<file path="config.mk">
export PLATFORM = sky130hd
export DESIGN_NAME = onehot_seq_ctrl
export DESIGN_NICKNAME = d
export VERILOG_FILES = /design/src/rtl/onehot_seq_pkg.sv /design/src/rtl/onehot_sense_map.sv /design/src/rtl/onehot_seq_reg.sv /design/src/rtl/onehot_seq_next.sv /design/src/rtl/onehot_seq_out.sv /design/src/rtl/onehot_seq_ctrl.sv
export SDC_FILE = /design/constraint.sdc
export NUM_CORES = 1
export LEC_CHECK = 0
export BUFFER_PORTS_ARGS = -buffer_cell sky130_fd_sc_hd__buf_2
export CORE_AREA = 2 2 39 41
export DETAILED_ROUTE_END_ITERATION = 7
export DIE_AREA = 0 0 41 43
export SLEW_MARGIN = 20
export SYNTH_ARGS = -nofsm -noshare
export SYNTH_HDL_FRONTEND = slang
export SYNTH_SLANG_ARGS = --single-unit
</file>
<file path="constraint.sdc">
create_clock -name clk -period 3.1 [get_ports clk]
set_clock_uncertainty 0.2 [all_clocks]
set_input_delay 0.62 -clock clk [delete_from_list [all_inputs] [get_ports clk]]
set_output_delay 0.62 -clock clk [all_outputs]
set_load 0.02 [all_outputs]
</file>
<file path="src/rtl/onehot_seq_pkg.sv">
package onehot_seq_pkg;
  typedef enum logic {
    START_INVERTED = 1'b0,
    START_SELF     = 1'b1
  } start_mode_e;

  localparam int unsigned NUM_STATES = 4;
  localparam int unsigned S_HOME  = 0;
  localparam int unsigned S_SPLIT = 1;
  localparam int unsigned S_WAIT  = 2;
  localparam int unsigned S_HOLD  = 3;
endpackage

</file>
<file path="src/rtl/onehot_sense_map.sv">
// Converts between stored bits and active-sense one-hot bits.
// The map is its own inverse, so one module serves both directions.
module onehot_sense_map
  import onehot_seq_pkg::*;
#(
  parameter start_mode_e START_MODE = START_INVERTED,
  parameter int unsigned W = NUM_STATES
) (
  input  logic [W-1:0] in_bits,
  output logic [W-1:0] out_bits
);
  generate
    if (START_MODE == START_INVERTED) begin : g_inv
      assign out_bits = {in_bits[W-1:1], ~in_bits[0]};
    end else begin : g_plain
      assign out_bits = in_bits;
    end
  endgenerate
endmodule

</file>
<file path="src/rtl/onehot_seq_reg.sv">
// State flip-flops with synchronous clear only (no preset).
module onehot_seq_reg #(
  parameter int unsigned W = 4
) (
  input  logic         clk,
  input  logic         rst,
  input  logic [W-1:0] d,
  output logic [W-1:0] q
);
  for (genvar i = 0; i < W; i++) begin : g_bit
    always_ff @(posedge clk) begin
      if (rst) q[i] <= 1'b0;
      else     q[i] <= d[i];
    end
  end
endmodule

</file>
<file path="src/rtl/onehot_seq_next.sv">
// Next-state equations in active sense; each term reads a single state bit.
module onehot_seq_next
  import onehot_seq_pkg::*;
#(
  parameter start_mode_e START_MODE = START_INVERTED
) (
  input  logic [NUM_STATES-1:0] cur,
  input  logic                  advance,
  input  logic                  rewind,
  input  logic                  cond_a,
  input  logic                  cond_b,
  input  logic                  cond_c,
  input  logic                  cond_d,
  output logic [NUM_STATES-1:0] nxt
);
  logic start_term;

  generate
    if (START_MODE == START_SELF) begin : g_self
      assign start_term = (cur == '0);
    end else begin : g_nostart
      assign start_term = 1'b0;
    end
  endgenerate

  always_comb begin
    nxt[S_HOME]  = (cur[S_HOME] & ~cond_a & ~advance)
                 | (cur[S_WAIT] & rewind)
                 | (cur[S_HOLD] & (rewind | ~cond_d))
                 | start_term;
    nxt[S_SPLIT] = cur[S_HOME] & ~cond_a & advance;
    nxt[S_WAIT]  = (cur[S_SPLIT] & ~cond_b)
                 | (cur[S_WAIT] & ~rewind & ~cond_c);
    nxt[S_HOLD]  = (cur[S_HOME] & cond_a)
                 | (cur[S_SPLIT] & cond_b)
                 | (cur[S_WAIT] & ~rewind & cond_c)
                 | (cur[S_HOLD] & ~rewind & cond_d);
  end
endmodule

</file>
<file path="src/rtl/onehot_seq_out.sv">
// Mealy output equations, one state bit per term.
module onehot_seq_out
  import onehot_seq_pkg::*;
(
  input  logic [NUM_STATES-1:0] cur,
  input  logic                  cond_a,
  input  logic                  cond_b,
  input  logic                  cond_c,
  input  logic                  cond_d,
  output logic                  flag_a,
  output logic                  flag_b
);
  always_comb begin
    flag_a = (cond_a & cur[S_HOME]) | (cond_c & cur[S_WAIT]);
    flag_b = (cond_b & cur[S_SPLIT]) | (cond_d & cur[S_HOLD]);
  end
endmodule

</file>
<file path="src/rtl/onehot_seq_ctrl.sv">
module onehot_seq_ctrl
  import onehot_seq_pkg::*;
#(
  parameter start_mode_e START_MODE = START_INVERTED
) (
  input  logic                  clk,
  input  logic                  rst,
  input  logic                  advance,
  input  logic                  rewind,
  input  logic                  cond_a,
  input  logic                  cond_b,
  input  logic                  cond_c,
  input  logic                  cond_d,
  output logic                  flag_a,
  output logic                  flag_b,
  output logic [NUM_STATES-1:0] state_bits,
  output logic [NUM_STATES-1:0] state_onehot
);
  logic [NUM_STATES-1:0] stored_q;
  logic [NUM_STATES-1:0] stored_d;
  logic [NUM_STATES-1:0] cur_active;
  logic [NUM_STATES-1:0] nxt_active;

  onehot_seq_reg #(.W(NUM_STATES)) u_reg (
    .clk (clk), .rst (rst), .d (stored_d), .q (stored_q)
  );

  onehot_sense_map #(.START_MODE(START_MODE), .W(NUM_STATES)) u_decode (
    .in_bits (stored_q), .out_bits (cur_active)
  );

  onehot_seq_next #(.START_MODE(START_MODE)) u_next (
    .cur (cur_active), .advance (advance), .rewind (rewind),
    .cond_a (cond_a), .cond_b (cond_b), .cond_c (cond_c), .cond_d (cond_d),
    .nxt (nxt_active)
  );

  onehot_sense_map #(.START_MODE(START_MODE), .W(NUM_STATES)) u_encode (
    .in_bits (nxt_active), .out_bits (stored_d)
  );

  onehot_seq_out u_out (
    .cur (cur_active),
    .cond_a (cond_a), .cond_b (cond_b), .cond_c (cond_c), .cond_d (cond_d),
    .flag_a (flag_a), .flag_b (flag_b)
  );

  assign state_bits   = stored_q;
  assign state_onehot = cur_active;
endmodule

</file>
### Yosys cells after proc, flatten, opt, wreduce, memory -nomap -nowiden

Index checks and enable logic that the tools add are counted.

| storage, ports and cells | value |
|---|---|
| output and inout port bits | 10 |
| bits of input ports | 8 |
| logic and storage cells | 36 |
| register bits after elaboration | 4 |

| operators by class | value |
|---|---|
| bitwise gates (word level) | 32 |

Operators by type and width:

| cell | count |
|---|---|
| $and A1 B1 Y1 | 15 |
| $or A1 B1 Y1 | 9 |
| $not A1 Y1 | 8 |

### Depth between registers and ports, before layout

Gate-level depths: netlist of the first run.

| depth | value |
|---|---|
| depth in word-level cells | 6 |
| depth in mapped cells | 3 |
| mapped depth without buffers | 3 |

### Cells and area by module

Synthesis of the first run repeated with hierarchy kept, for this count alone.

| unflattened totals | value |
|---|---|
| cell total of the unflattened synthesis | 30 |
| area, all modules | 250.2 µm² |

Modules (own cells, without submodules):

| module | times used | cells each | area each (µm²) | seq. area each (µm²) |
|---|---|---|---|---|
| onehot_seq_reg | 1 | 8 | 105.1 | 80.1 |
| onehot_seq_next | 1 | 12 | 75.1 | 0.0 |
| onehot_sense_map | 2 | 4 | 26.3 | 0.0 |
| onehot_seq_out | 1 | 2 | 17.5 | 0.0 |

### Least setup slack after synthesis of the first run

Ideal clock, no wire load.

| timing path | value |
|---|---|
| path type | input port to output port |
| start | input cond_a |
| end | output flag_a |
| required time | 2280 ps |
| cell stages on the path | 2 |
| path buffers | 0 |
| slack | 1153 ps |
| arrival time | 1127 ps |
| cells stage by stage | inv_1 o21ai_0 |

| on the way | value |
|---|---|
| word-level cells in the longest chain between the ends | 2 |

Ends and longest elaborated chain:

| item | line | RTL |
|---|---|---|
| start: declaration | onehot_seq_ctrl.sv:10 | `input logic cond_a,` |
| $and A1 B1 Y1 | onehot_seq_out.sv:14 | `flag_a = (cond_a & cur[S_HOME]) \| (cond_c & cur[S_WAIT]);` |
| $or A1 B1 Y1 | onehot_seq_out.sv:14 |  |
| end: declaration | onehot_seq_ctrl.sv:14 | `output logic flag_a,` |

No other way between the ends.

### Worst setup path after layout of the first run

Same ends and word-level chain as after synthesis.

==> results of run 1 <==
==> kinds of logic (layout without fill, tap and decap cells) <==
group / count (synthesis) / in the layout / synth area share (%)
and+or+nand+nor: 9 / 9 / 22.1
AOI/OAI and AO/OA: 7 / 7 / 20.2
buffers and inverters: 7 / 24 / 18.4
DFF: 4 / 4 / 39.3
==> stage by stage <==
step | utilization (%) | cell area, um2 | hold slack, ns
after floorplan | - | 204 | 0.397
after global placement | 20.7 | 287 | 0.291
after detailed placement | 20.7 | 287 | 0.292
after CTS | 22.3 | 309 | 0.296
after global routing | 22.3 | 309 | 0.349
final | 22.3 | 309 | 0.300
==> worst paths after layout <==
check,cells past startpoint,startpoint,endpoint,slack [ns]
max,4,cond_a,flag_a,1.18
min,1,u_reg.q[0],u_reg.q[1],0.30
max reg2reg,3,u_reg.q[3],u_reg.q[3],2.05
min reg2reg,1,u_reg.q[0],u_reg.q[1],0.30
==> cells in the mapped netlist <==
cell type,number,area (um2)
sky130_fd_sc_hd__a21boi_0,1,7.51
sky130_fd_sc_hd__nor4b_1,1,8.76
sky130_fd_sc_hd__nor2_1,1,3.75
sky130_fd_sc_hd__nand2_1,4,15.0
sky130_fd_sc_hd__buf_4,3,22.5
sky130_fd_sc_hd__dfxtp_1,4,80.1
sky130_fd_sc_hd__nor3b_1,1,7.51
sky130_fd_sc_hd__o21ai_0,2,10.0
sky130_fd_sc_hd__inv_1,4,15.0
sky130_fd_sc_hd__a21oi_1,3,15.0
sky130_fd_sc_hd__nor3_1,2,10.0
sky130_fd_sc_hd__a211o_1,1,8.76
==> routing by layer <==
| layer | vias up | track usage (%) |
|---|---|---|
| met5 | - | 0 |
| met2 | 13 | 9.38 |
| met4 | 0 | 6.00 |
| li1 | 121 | - |
| met3 | 0 | 4.71 |
| met1 | 100 | 9.68 |
==> cell type report <==
type / instances / area [um2]
multi-input cells: 16 / 86.3
repair buffers: 17 / 85.1
clock buffers: 3 / 22.5
well taps: 16 / 20.0
inverters: 4 / 15.0
fillers: 165 / 1070
flip-flops and latches: 4 / 80.1
==> where the power goes <==
group | total (mW) | switching [mW] | internal, mW
sequential | 0.0577 | 0.00291 | 0.0548
clock | 0.0642 | 0.0209 | 0.0433
combinational | 0.0311 | 0.0194 | 0.0117
==> worst max-delay path: cells and delay by family <==
family	cells	cell delay [ns]
AOI/OAI and AO/OA	1	0.14
buffers and inverters	3	0.33
==> metrics.cfg, run 1 <==
[floorplanning]
floorplan.initialDensity_pct=14.7
area_of_the_core_um2=1380
die_area_um2=1760
die_y_um=43
top_level_ports=18
die-width_um=41
num_rows=14

[logic_synthesis]
synth_cell_type_count=12
yosysWarningCount=0
syn-cell-area_um2=204
synth_cells=27
synth_fp_nets=35
avgSynthCellArea_um2=7.55
sequential_element_share_of_the_synthesized_area_pct=39.3
synth_seq_cells=4

[final_layout]
final-instance-count-excl-fill=60
n_antenna_cell=0
largestRegisters=u_reg.q: 4 flops
finalNetCount=54
largest_register_ff_count=4
mostFrequentLayoutCell=sky130_fd_sc_hd__buf_2
max_flop_register=u_reg.q
final_layout_size_suffix_gt1_share_pct=45.5
synthToLayoutAreaGrowth_pct=51.5
layout_common_cells=sky130_fd_sc_hd__buf_2 (17), sky130_fd_sc_hd__inv_1 (4), sky130_fd_sc_hd__nand2_1 (4), sky130_fd_sc_hd__dfxtp_1 (4)

[clocking]
cts.path.max_buffers=2
cts_num_sinks=4
cts.root.buffer_cell=sky130_fd_sc_hd__clkbuf_4
skew_pair_late_insertion_delay_ns=0.23
htree_num_levels=1
cts_resized=0
cts_hold_buffers=0
postCtsSetupRepairBufs=0
cts.clk_slew.worst_paths_ns=0.04
clock_tree_from_tritoncts=yes
cts_buffers=3

[worst_setup_path]
worst-setup-path-type=in -> out
worstSetupEndpointType=output port
crit_path_max_fanout=4
critPathRequiredTime_ns=2.28
cp-start-kind=input port
critical-path-slowest-cell=sky130_fd_sc_hd__buf_2
worst_path_most_repeated_cell=sky130_fd_sc_hd__buf_2
cp_slowest_stage_delay_ns=0.18
crit_arrival_ns=1.10
worst_path_cell_trace=buf_2, inv_1, o21ai_0, buf_2

[timing]
finalHoldViolCount=0
final.min_clock_period_ns=1.92
rsz_0062_raised_after_global_routing=false
fmaxAchievable_mhz=522
max-slew-margin-rel_pct=84.8
worst_slack_ns=1.18
fin_tns_setup_ns=0
number_of_pins_exceeding_their_max_slew_limit_in_the_final_report=0
fin_crit_sh_pct=61.8
max_slew.worst_pin.slew_ns=0.225
setup-violations-final=0

[routing]
dr.pass1.iters=2
routed_length_per_placed_instance_um=8.73
route.detailed.drc=0
detail_route.iter0.violations=4
met1_length_um=230
dr_wl_met3_um=67
dr_total_vias=234
wl_met2_um=226
dr.max_layer_used=met3
ant_nets=0
finalWirelength_um=524
via_density=3.90

[placement]
post-place-cells=57
pre_cts_ws_ns=1.19
io_buffers=17
dp_hpwl_um=432
routabilityCongestion=0.748

[pwr]
p_leak_nw=0.170
ir_worst_vdd_mv=0.165
power.density_cell_area_nw_per_um2=495
fin_total_pwr_mw=0.153

[grt]
grt_first_pass_wirelength_um=883
grt_start_max_net_pins=6
antenna_found_initial=0
grt.total_usage_pct=7.84
first_global_vias=233
grt_remaining_overflow=0

[status]
run_status=finished clean

[min_path]
hold_class=reg -> reg

[job]
drv.max_cap_violation_count=0

Note: power is estimated with default switching activity, not from simulation.
==> inputs of run 2 (changes only) <==
Clock period 3.1 ns to 1.5 ns, I/O delays scaled along.
==> metrics.cfg, run 2 (synthesis results as in run 1) <==
[floorplanning]
die_y_um=43  ; unchanged
area_of_the_core_um2=1380  ; unchanged
die-width_um=41  ; unchanged
top_level_ports=18  ; unchanged
num_rows=14  ; unchanged
floorplan.initialDensity_pct=14.7  ; unchanged
die_area_um2=1760  ; unchanged

[final_layout]
final_layout_size_suffix_gt1_share_pct=47.7  ; +2.3 points
ff_latch_area_um2=81.3  ; +1.6%
footprint_of_the_multi_input_gates_um2=86.3  ; unchanged
largestRegisters=u_reg.q: 4 flops
layout_common_cells=sky130_fd_sc_hd__buf_2 (17), sky130_fd_sc_hd__inv_1 (4), sky130_fd_sc_hd__nand2_1 (4)
n_antenna_cell=0  ; unchanged
max_flop_register=u_reg.q
finalCoreUtilization_pct=22.4  ; +0.090 points
synthToLayoutAreaGrowth_pct=52.1
largest_register_ff_count=4  ; unchanged
fillCellCount=169  ; +2.4%
mostFrequentLayoutCell=sky130_fd_sc_hd__buf_2
finalNetCount=54  ; unchanged

[routing]
ant_nets=0  ; unchanged
via_density=3.83  ; -1.7%
detail_route.iter0.violations=1  ; -3
dr.pass1.iters=2  ; unchanged
dr_total_vias=230  ; -1.7%
finalWirelength_um=521  ; -0.57%
route.detailed.drc=0  ; unchanged
routed_length_per_placed_instance_um=8.68  ; -0.57%

[pwr]
ir_worst_vdd_mv=0.255  ; +54%
power.share.sequential_pct=37.7  ; about the same
power.density_cell_area_nw_per_um2=1020  ; +110%
clock_power_share_pct=42.0  ; about the same
combinationalPowerShare_pct=20.3  ; about the same
power.switching_fraction_pct=28.2  ; about the same
switching_power_of_the_nets_mw=0.0892  ; +110%
intPower_mw=0.227  ; +110%
p_leak_nw=0.170  ; +0.29%
fin_total_pwr_mw=0.316  ; +110%

[worst_setup_path]
crit_arrival_ns=0.92  ; -0.18 ns
cp-start-kind=flop
crit_path_max_fanout=5  ; +1
worstSetupStartpoint=u_reg.q[2]
worstSetupEndpointType=output port
worst_path_cell_trace=nand2_1, o21ai_0, buf_2
critical-path-slowest-cell=sky130_fd_sc_hd__dfxtp_2
worst_reg2reg_path_startpoint=u_reg.q[3]
worst_reg2reg_endpoint=u_reg.q[3]
timing.reg2reg.setup_slack_ns=0.45  ; -1.60 ns
critPathRequiredTime_ns=1.00  ; -1.28 ns
worst-setup-path-type=reg -> out
cp_slowest_stage_delay_ns=0.34  ; +0.16 ns
timing.reg2reg.worst_path_depth=3  ; unchanged

[timing]
hold-worst-slack_ns=0.0784  ; -0.222 ns
finalHoldViolCount=0  ; unchanged
max_slew.worst_pin.slew_ns=0.229  ; +0.00421 ns
setup-violations-final=0  ; unchanged
rsz_0062_raised_after_global_routing=false
fmaxAchievable_mhz=705
number_of_pins_exceeding_their_max_slew_limit_in_the_final_report=0  ; unchanged
max-slew-margin-rel_pct=84.5  ; -0.28 points
worst_slack_ns=0.0815  ; -1.10 ns
final.min_clock_period_ns=1.42
fin_crit_sh_pct=94.6
fin_tns_setup_ns=0  ; unchanged

[grt]
grt_start_max_net_pins=6  ; unchanged
grt_remaining_overflow=0  ; unchanged
grt.total_usage_pct=7.84  ; unchanged
grt_first_pass_wirelength_um=883  ; unchanged
first_global_vias=235  ; +0.86%
antenna_found_initial=0  ; unchanged

[clocking]
skew_pair_late_insertion_delay_ns=0.23  ; about the same
cts_num_sinks=4  ; unchanged
htree_num_levels=1  ; unchanged
cts.root.buffer_cell=sky130_fd_sc_hd__clkbuf_4
cts_hold_buffers=0  ; unchanged
cts_buffers=3  ; unchanged
cts.clk_slew.worst_paths_ns=0.04  ; about the same
clock_tree_from_tritoncts=yes
cts.path.max_buffers=2  ; unchanged

[min_path]
startpoint_of_the_lowest_slack_hold_path=cond_a
worst_hold_path_endpoint=u_reg.q[1]
whs_path_depth=2  ; +1
hold_class=in -> reg

[job]
drv.max_cap_violation_count=0  ; unchanged

[placement]
io_buffers=17  ; unchanged
routabilityCongestion=0.718  ; -4.0%
dp_hpwl_um=440  ; +1.8%
pre_cts_ws_ns=0.219  ; -0.975 ns

[status]
run_status=finished clean

run 2: cell counts in the layout (fill, tap and decap cells not counted):
No cell type changed its count.
run 2: what timing repair did:
action                     in CTS  in global routing
setup endpoints to repair       0                  1
hold endpoints to repair        0                  0
gates resized for setup         0                  1
buffers inserted                0                  0
run 2: layout make-up:
class,instances,share of cell area [%]
multi-input cells,16,27.8
repair buffers,17,27.4
flip-flops and latches,4,26.2
clock buffers,3,7.26
well taps,16,6.45
inverters,4,4.84
run 2: per-layer routing:
metal	wire length, um	part of all wire (%)	up-vias	GRT usage, %
met3	67	13	0	3.14
li1	-	-	121	-
met1	250	48	96	10.6
met5	0	0	-	0
met4	0	0	0	6.00
met2	204	39	13	9.38
run 2: power groups by stage:
| stage | clock network, mW | registers [mW] | logic (mW) |
|---|---|---|---|
| floorplan | 0 | 0.128 | 0.0313 |
| global placement | 0 | 0.121 | 0.0647 |
| detailed placement | 0 | 0.121 | 0.0648 |
| CTS | 0.139 | 0.119 | 0.0651 |
| global route | 0.144 | 0.121 | 0.0715 |
| finish | 0.133 | 0.119 | 0.0643 |
run 2: worst max-delay path: cells and delay by family (launching register included):
| family | cells | cell delay [ns] |
|---|---|---|
| compound gates | 1 | 0.08 |
| flops | 1 | 0.34 |
| buf+inv | 1 | 0.19 |
| simple gates | 1 | 0.08 |
run 2: metrics by stage:
stage / area [um2] / cells
detailed placement: 287 / 57
floorplan: 204 / 27
CTS: 309 / 60
global route: 310 / 60
global placement: 287 / 57
finish: 310 / 60
run 2: how the worst max path moves through the flow:
stage / end / slack, ns / cells past startpoint
2_1_floorplan: flag_a / 0.10 / 1
3_3_place_gp: flag_a / 0.26 / 4
3_5_place_dp: flag_a / 0.22 / 4
4_1_cts: flag_a / 0.02 / 3
5_1_grt: flag_a / 0.003 / 3
6_report: flag_a / 0.08 / 3
==> inputs of run 3 (changes only) <==
==> constraint.sdc (replaced) <==
create_clock -name clk -period 1.5 [get_ports clk]
set_clock_uncertainty 0.2 [all_clocks]
set_input_delay 0.375 -clock clk [delete_from_list [all_inputs] [get_ports clk]]
set_output_delay 0.375 -clock clk [all_outputs]
set_load 0.02 [all_outputs]
==> metrics.cfg, run 3 (synthesis results as in run 1) <==
[floorplanning]
die_y_um=43  ; unchanged
top_level_ports=18  ; unchanged
die-width_um=41  ; unchanged
area_of_the_core_um2=1380  ; unchanged
floorplan.initialDensity_pct=14.7  ; unchanged
die_area_um2=1760  ; unchanged
num_rows=14  ; unchanged

[worst_setup_path]
worst_path_bufs_invs=1  ; unchanged
worst_path_cell_trace=o21ai_0, buf_2
timing.reg2reg.setup_slack_ns=0.48  ; +0.03 ns
crit_arrival_ns=0.90  ; -0.02 ns
critPathRequiredTime_ns=0.92  ; -0.08 ns
worstSetupEndpointType=output port
cp_slowest_stage_delay_ns=0.33  ; about the same
cp-start-kind=flop
crit_path_max_fanout=5  ; unchanged
worst-setup-path-type=reg -> out
worst_reg2reg_path_startpoint=u_reg.q[3]
timing.reg2reg.worst_path_depth=3  ; unchanged
timing.critical_path.max_delay_family=flip-flops
worst_reg2reg_endpoint=u_reg.q[3]
critical-path-slowest-cell=sky130_fd_sc_hd__dfxtp_1

[final_layout]
mostFrequentLayoutCell=sky130_fd_sc_hd__buf_2
final_layout_size_suffix_gt1_share_pct=54.5  ; +6.8 points
max_flop_register=u_reg.q
finalNetCount=54  ; unchanged
n_antenna_cell=0  ; unchanged
fillCellCount=162  ; -4.1%
synthToLayoutAreaGrowth_pct=55.8
layout_common_cells=sky130_fd_sc_hd__buf_2 (16), sky130_fd_sc_hd__inv_1 (4)
footprint_of_the_multi_input_gates_um2=88.8  ; +2.9%
ff_latch_area_um2=83.8  ; +3.1%
finalCoreUtilization_pct=23.0  ; +0.54 points
largest_register_ff_count=4  ; unchanged
largestRegisters=u_reg.q: 4 flops

[grt]
grt_remaining_overflow=0  ; unchanged
grt_start_max_net_pins=6  ; unchanged
grt_first_pass_wirelength_um=910  ; +3.1%
first_global_vias=219  ; -6.8%
antenna_found_initial=0  ; unchanged
grt.total_usage_pct=8.34  ; +0.50 points

[clocking]
skew_pair_late_insertion_delay_ns=0.24  ; about the same
htree_num_levels=1  ; unchanged
cts.clk_slew.worst_paths_ns=0.04  ; about the same
clock_tree_from_tritoncts=yes
cts.path.max_buffers=2  ; unchanged
cts_num_sinks=4  ; unchanged
cts_buffers=3  ; unchanged
postCtsSetupRepairBufs=0  ; unchanged
cts.root.buffer_cell=sky130_fd_sc_hd__clkbuf_4

[routing]
via_density=3.87  ; +0.87%
routed_length_per_placed_instance_um=8.95  ; +3.1%
dr_total_vias=232  ; +0.87%
ant_nets=0  ; unchanged
dr.pass1.iters=3  ; +1
detail_route.iter0.violations=6  ; +5
route.detailed.drc=0  ; unchanged
finalWirelength_um=537  ; +3.1%

[timing]
setup-violations-final=0  ; unchanged
finalHoldViolCount=0  ; unchanged
final.min_clock_period_ns=1.47  ; +0.0541 ns
fin_tns_setup_ns=0  ; unchanged
max_slew.worst_pin.slew_ns=0.240  ; +0.0103 ns
number_of_pins_exceeding_their_max_slew_limit_in_the_final_report=0  ; unchanged
fin_crit_sh_pct=98.2  ; +3.6 points
fmaxAchievable_mhz=679  ; -3.7%
hold-worst-slack_ns=0.149  ; +0.0708 ns
max-slew-margin-rel_pct=83.8  ; -0.69 points

[placement]
io_buffers=17  ; unchanged
routabilityCongestion=0.758  ; +5.7%

[pwr]
ir_worst_vdd_mv=0.314  ; +23%
power.density_cell_area_nw_per_um2=1020  ; about the same
p_leak_nw=0.172  ; +0.95%
fin_total_pwr_mw=0.324  ; +2.4%

[min_path]
worst_hold_path_endpoint=u_reg.q[1]
hold_class=in -> reg
whs_path_depth=2  ; unchanged
startpoint_of_the_lowest_slack_hold_path=cond_a

[job]
drv.max_cap_violation_count=0  ; unchanged

[status]
run_status=finished clean

==> run 3: cell counts in the layout (fill, tap and decap cells not counted) <==
Identical to the previous run, type by type.
==> run 3: final cells by class <==
| type | instances | share of cell area [%] |
|---|---|---|
| tap | 16 | 6.30 |
| timing repair buffer | 17 | 27.6 |
| clock buffer | 3 | 7.09 |
| sequential | 4 | 26.4 |
| multi-input combinational | 16 | 28.0 |
| inverter | 4 | 4.72 |
==> run 3: layer usage <==
| layer | GRT usage (%) | vias to the layer above | part of all wire (%) |
|---|---|---|---|
| met5 | 0 | - | 0 |
| met4 | 8.00 | 0 | 0 |
| met3 | 4.71 | 0 | 15 |
| met2 | 8.75 | 13 | 38 |
| met1 | 11.0 | 98 | 46 |
| li1 | - | 121 | - |
==> run 3: what timing repair did <==
action	CTS	global route
endpoints found under the setup margin	1	2
hold buffers	0	0
cloned	0	0
gates resized for setup	1	4
endpoints found under the hold margin	0	0
==> run 3: power by group <==
group | leakage (nW) | switching, mW | internal [mW] | total (mW)
Sequential | 0.0342 | 0.00612 | 0.114 | 0.120
Clock | 0.0138 | 0.0482 | 0.0898 | 0.138
Combinational | 0.124 | 0.0404 | 0.0254 | 0.0658
==> run 3: worst max path at each step <==
| stage | from | to | slack [ns] | cells past startpoint |
|---|---|---|---|---|
| 2_1_floorplan | u_reg.q[0] | flag_a | 0.03 | 1 |
| 3_3_place_gp | cond_a | flag_a | 0.11 | 4 |
| 3_5_place_dp | cond_a | flag_a | 0.1 | 4 |
| 4_1_cts | u_reg.q[1] | flag_b | 0.005 | 3 |
| 5_1_grt | u_reg.q[2] | flag_a | -0.0007 | 3 |
| 6_report | u_reg.q[0] | flag_a | 0.03 | 2 |
==> run 3: stage by stage <==
step | setup WS [ns] | cell area, um2 | instances
6_report | 0.0273 | 318 | 60
5_1_grt | -0.000718 | 318 | 60
4_1_cts | 0.00481 | 310 | 60
3_5_place_dp | 0.0997 | 287 | 57
3_3_place_gp | 0.111 | 287 | 57
2_1_floorplan | 0.0298 | 204 | 27
==> run 3: worst reg2reg max path, delay by kind of cell (launching register included) <==
kind / cells / cell delay, ns
flip-flops: 1 / 0.34
AND/OR/NAND/NOR: 1 / 0.07
AO/OA/AOI/OAI: 2 / 0.34
